**config.mk**
```make
export PLATFORM = sky130hd
export DESIGN_NAME = chg_irq_gen
export DESIGN_NICKNAME = d
export VERILOG_FILES = /design/src/rtl/chg_irq_pkg.sv /design/src/rtl/chg_status_dp.sv /design/src/rtl/chg_irq_ctrl.sv /design/src/rtl/chg_irq_gen.sv
export SDC_FILE = /design/constraint.sdc
export NUM_CORES = 1
export LEC_CHECK = 0
export BUFFER_PORTS_ARGS = -buffer_cell sky130_fd_sc_hd__buf_2
export CAP_MARGIN = 15
export CORE_MARGIN = 3
export CORE_UTILIZATION = 49
export DETAILED_ROUTE_END_ITERATION = 7
export PLACE_DENSITY = 0.83
export SETUP_SLACK_MARGIN = 0.3
export SKIP_CTS_REPAIR_TIMING = 1
export SLEW_MARGIN = 0
export SYNTH_ARGS = -nofsm -noshare
export SYNTH_HDL_FRONTEND = slang
export SYNTH_SLANG_ARGS = --single-unit
export TNS_END_PERCENT = 20
```
**constraint.sdc**
```tcl
create_clock -name clk -period 2.02 [get_ports clk]
set_input_delay 0 -clock clk [delete_from_list [all_inputs] [get_ports clk]]
set_output_delay 0 -clock clk [all_outputs]
set_load 0.01 [all_outputs]
```
**src/rtl/chg_irq_pkg.sv**
```systemverilog
package chg_irq_pkg;
  localparam int NSRC = 6;
  localparam int SRC_ADAPTER = 0;
  localparam int SRC_INS_A   = 1;
  localparam int SRC_INS_B   = 2;
  localparam int SRC_SHORT   = 3;
  localparam int SRC_OTEMP   = 4;
  localparam int SRC_EOC     = 5;

  typedef enum logic [1:0] {
    TRIG_BOTH  = 2'd0,
    TRIG_RISE  = 2'd1,
    TRIG_LEVEL = 2'd2
  } trigKind_e;

  function automatic trigKind_e trigOf(input int idx);
    case (idx)
      SRC_INS_A, SRC_INS_B: trigOf = TRIG_RISE;
      SRC_SHORT:            trigOf = TRIG_LEVEL;
      default:              trigOf = TRIG_BOTH;
    endcase
  endfunction

  function automatic bit isSticky(input int idx);
    isSticky = (idx == SRC_INS_A) || (idx == SRC_INS_B);
  endfunction

  // control -> datapath strobes
  typedef struct packed {
    logic clrSticky;
  } dpStrobe_t;

  // datapath -> control event view
  typedef struct packed {
    logic [NSRC-1:0] rise;
    logic [NSRC-1:0] fall;
    logic [NSRC-1:0] live;
  } srcEvt_t;
endpackage

```
**src/rtl/chg_status_dp.sv**
```systemverilog
module chg_status_dp
  import chg_irq_pkg::*;
(
  input  logic            clk,
  input  logic            rstN,
  input  logic [NSRC-1:0] srcIn,
  input  dpStrobe_t       strobe,
  output srcEvt_t         evt,
  output logic [NSRC-1:0] statusBits
);
  logic [NSRC-1:0] syncA;
  logic [NSRC-1:0] syncB;
  logic [NSRC-1:0] prevB;

  always_ff @(posedge clk or negedge rstN) begin
    if (!rstN) begin
      syncA <= '0;
      syncB <= '0;
      prevB <= '0;
    end else begin
      syncA <= srcIn;
      syncB <= syncA;
      prevB <= syncB;
    end
  end

  always_comb begin
    evt.live = syncB;
    evt.rise = syncB & ~prevB;
    evt.fall = ~syncB & prevB;
  end

  for (genvar i = 0; i < NSRC; i++) begin : g_bit
    if (isSticky(i)) begin : g_sticky
      logic holdQ;
      always_ff @(posedge clk or negedge rstN) begin
        if (!rstN) holdQ <= 1'b0;
        else       holdQ <= (holdQ & ~strobe.clrSticky) | evt.rise[i];
      end
      assign statusBits[i] = holdQ;
    end else begin : g_live
      assign statusBits[i] = syncB[i];
    end
  end
endmodule

```
**src/rtl/chg_irq_ctrl.sv**
```systemverilog
module chg_irq_ctrl
  import chg_irq_pkg::*;
#(
  parameter int PULSE_CYC = 200000
) (
  input  logic            clk,
  input  logic            rstN,
  input  srcEvt_t         evt,
  input  logic            statusRd,
  input  logic            maskWe,
  input  logic [NSRC-1:0] maskWdata,
  output dpStrobe_t       strobe,
  output logic [NSRC-1:0] maskQ,
  output logic            intOe
);
  localparam int CNT_W = $clog2(PULSE_CYC + 1);
  localparam logic [CNT_W-1:0] CNT_LOAD = CNT_W'(PULSE_CYC);

  logic [NSRC-1:0]  edgeHit;
  logic [NSRC-1:0]  levelHit;
  logic [CNT_W-1:0] pulseCnt;

  for (genvar i = 0; i < NSRC; i++) begin : g_rule
    if (trigOf(i) == TRIG_BOTH) begin : g_both
      assign edgeHit[i]  = (evt.rise[i] | evt.fall[i]) & ~maskQ[i];
      assign levelHit[i] = 1'b0;
    end else if (trigOf(i) == TRIG_RISE) begin : g_rise
      assign edgeHit[i]  = evt.rise[i] & ~maskQ[i];
      assign levelHit[i] = 1'b0;
    end else begin : g_level
      assign edgeHit[i]  = 1'b0;
      assign levelHit[i] = evt.live[i] & ~maskQ[i];
    end
  end

  always_ff @(posedge clk or negedge rstN) begin
    if (!rstN)        maskQ <= '0;
    else if (maskWe)  maskQ <= maskWdata;
  end

  always_ff @(posedge clk or negedge rstN) begin
    if (!rstN)                pulseCnt <= '0;
    else if (|edgeHit)        pulseCnt <= CNT_LOAD;
    else if (pulseCnt != '0)  pulseCnt <= pulseCnt - 1'b1;
  end

  always_comb begin
    strobe.clrSticky = statusRd;
    intOe = (pulseCnt != '0) | (|levelHit);
  end
endmodule

```
**src/rtl/chg_irq_gen.sv**
```systemverilog
module chg_irq_gen
  import chg_irq_pkg::*;
#(
  parameter int CLK_HZ    = 200_000_000,
  parameter int PULSE_DIV = 1
) (
  input  logic       clk,
  input  logic       rstN,
  input  logic [5:0] srcIn,
  input  logic       statusRd,
  input  logic       maskWe,
  input  logic [7:0] maskWdata,
  output logic [7:0] statusByte,
  output logic [7:0] maskByte,
  output logic       intOe
);
  localparam int PULSE_CYC = CLK_HZ / 1000 / PULSE_DIV;

  dpStrobe_t       strobe;
  srcEvt_t         evt;
  logic [NSRC-1:0] statusBits;
  logic [NSRC-1:0] maskQ;

  chg_status_dp u_dp (
    .clk       (clk),
    .rstN      (rstN),
    .srcIn     (srcIn),
    .strobe    (strobe),
    .evt       (evt),
    .statusBits(statusBits)
  );

  chg_irq_ctrl #(.PULSE_CYC(PULSE_CYC)) u_ctrl (
    .clk      (clk),
    .rstN     (rstN),
    .evt      (evt),
    .statusRd (statusRd),
    .maskWe   (maskWe),
    .maskWdata(maskWdata[NSRC-1:0]),
    .strobe   (strobe),
    .maskQ    (maskQ),
    .intOe    (intOe)
  );

  assign statusByte = {{(8-NSRC){1'b0}}, statusBits};
  assign maskByte   = {{(8-NSRC){1'b0}}, maskQ};
endmodule

```
==> impl_metrics.py <==
metrics = {
    "cells_and_area": {
        "synthToLayoutAreaGrowth_pct": 26.9,
        "layout-drive-gt1-share_pct": 31.8,
        "fin_nets": 242,
        "final_util_pct": 65.7,
        "antenna_cells": 0,
    },
    "grt": {
        "overflow": 0,
        "antenna_found_initial": 0,
        "grt_pass1_wl_um": 7000,
        "grt_max_degree": 24,
        "grt_pass1_vias": 1466,
        "track_usage_pct": 20.7,
    },
    "detailed_routing": {
        "drt_first_pass_iters": 4,
        "wl_um": 4820,
        "antenna_left": 0,
        "wl_per_cell_um": 17.8,
        "route.detailed.drc": 0,
        "via_per_inst": 5.83,
        "vias": 1579,
        "drt_iter0_drc": 103,
    },
    "synthesis": {
        "synthArstFlopShare_pct": 100,
        "synth_edf_count": 0,
        "ys_ff_latch": 43,
        "ys_types": 47,
        "synth_area_um2": 1940,
        "avgSynthCellArea_um2": 11.3,
        "ys_warn_count": 0,
        "yosys_most_used_dff": "dfrtp_1",
        "synth-seq-area-share_pct": 55.5,
        "synth_cells": 172,
    },
    "setup_path": {
        "crit_chain": "inv_2, ha_4, or3b_4, nor4_4, a21o_1, nand3_1",
        "worst-path-buf-inv": 1,
        "worst_setup_path_start_kind": "flip-flop",
        "critPathMaxFanout": 8,
        "worstSetupStartpoint": "u_ctrl.pulseCnt[0]",
        "crit_required_ns": 2.19,
        "end_kind": "flip-flop",
        "max_stage_delay_ns": 0.45,
        "path_class": "flip-flop to flip-flop",
        "r2r_start": "u_ctrl.pulseCnt[0]",
        "cp_slowest_cell": "or3b_4",
        "cp.arrival_ns": 2.03,
        "worst_path_dominant_cell_family": "simple AND/OR/NAND/NOR gates",
    },
    "place": {
        "globalplace.congestion": 0.877,
        "hpwlAfterDp_um": 2910,
        "port_buffers": 28,
    },
    "timing": {
        "hold_violations": 0,
        "finalSetupTns_ns": 0,
        "rsz0062_at_grt": "true",
        "setup_viol": 0,
        "fin_crit_sh_pct": 91.9,
        "fmax_mhz": 539,
        "drv_slew": 0,
        "min_period_ns": 1.86,
        "finClkSkew_ns": 0.0127,
    },
    "outcome": {
        "outcome": "completed",
    },
    "power": {
        "vdd_drop_max_v": 0.000699,
        "leakagePower_nw": 1.03,
        "p_per_area_nw_per_um2": 886,
    },
    "floorplan": {
        "ios": 35,
        "dieWidth_um": 68.9,
        "num_rows": 22,
        "dieArea_um2": 4750,
        "die_y_um": 68.9,
        "initial_core_util_pct": 51.8,
        "core_area_um2": 3740,
    },
    "cts": {
        "numCtsBuffers": 5,
        "clkSinkCount": 43,
        "clock_latency_ns": 0.30,
        "clock-root-buffer": "clkbuf_8",
        "clock_path_buffers": 2,
        "h-tree-depth": 2,
        "cts.reportedPaths.clkPinSlew_ns": 0.09,
        "cts_tree": "yes",
    },
    "hold_path": {
        "hp-start": "maskWe",
        "min_path_type": "input pin to flip-flop",
    },
    "run": {
        "drv_cap": 0,
    },
}
## state kept, by name (all words and copies together) (netlist names)
signal                     cells
u_dp.g_bit.g_sticky.holdQ      2
u_dp.prevB                     5
u_ctrl.pulseCnt               18
u_dp.syncB                     6
u_ctrl.maskQ                   6
u_dp.syncA                     6
## report_power, final
part	switching, mW	internal, mW
clock	0.296	0.361
sequential	0.0883	0.932
combinational	0.260	0.242
## placed cells by master (no fill, tap or decap), types with 6 or more instances in the layout
cell and instances:
o21ai_0 10, dfrtp_1 43, dlygate4sd3_1 14, mux2_2 6, buf_4 13, a21oi_1 10, nand3_1 7, nor3_1 6
buf_2 28
## stage by stage
step	cell area [um^2]	std cells	setup slack, ns	power [mW]	hold WS [ns]
6_report	2460	271	0.164	2.18	0.0814
5_1_grt	2460	271	0.0780	2.27	0.0865
4_1_cts	2250	253	0.0885	2.10	-0.317
3_5_place_dp	2150	246	0.136	1.44	-0.00594
3_3_place_gp	2150	246	0.191	1.42	-0.00569
2_1_floorplan	1990	175	0.220	1.32	-0.296
## routing by layer
layer	track usage [%]	part of all wire, %
met1	25.0	38
met2	35.4	52
met3	4.86	7.2
met4	8.52	3.2
met5	0	0
## cell usage after synthesis, types with 4 or more instances
master	count	share of area (%)
a21oi_1	10	2.6
buf_4	10	3.9
o21ai_0	10	2.6
or4_1	5	1.9
or3_1	4	1.3
nand2b_1	4	1.3
inv_1	6	1.2
mux2_2	6	3.5
nand2_1	5	0.97
nor2_1	6	1.2
nor3_1	8	2.1
dfrtp_1	43	55
nand3_1	7	1.8
## worst paths after layout
path / cells after the start / slack (ns) / to
max in group asynchronous: 3 / 1.13 / u_ctrl.pulseCnt[9]
max reg2reg: 6 / 0.16 / u_ctrl.pulseCnt[6]
min reg2reg: 0 / 0.35 / u_dp.syncB[0]
min in group asynchronous: 2 / 0.21 / u_dp.g_bit[1].g_sticky.holdQ
max: 6 / 0.16 / u_ctrl.pulseCnt[6]
min: 2 / 0.08 / u_ctrl.maskQ[5]
## layout make-up
type | instances | area, um^2
tap | 48 | 60.1
fill | 273 | 1280
multi-input combinational | 112 | 818
sequential | 43 | 1080
timing repair buffer | 55 | 378
inverter | 6 | 22.5
clock inverter | 2 | 37.5
clock buffer | 5 | 68.8
## logic make-up (layout without fill, tap and decap cells)
logic type | Yosys count | after routing | share of synthesized area [%]
AOI/OAI and AO/OA | 36 | 36 | 11.6
other | 1 | 4 | 0.193
xor gates and xnor gates | 3 | 3 | 1.36
and+or+nand+nor | 59 | 59 | 19.7
adders and majority gates | 1 | 1 | 0.645
buffers and inverters | 20 | 68 | 5.94
DFF | 43 | 43 | 55.5
muxes | 9 | 9 | 5.03
Note: power is estimated with default switching activity, not from simulation.
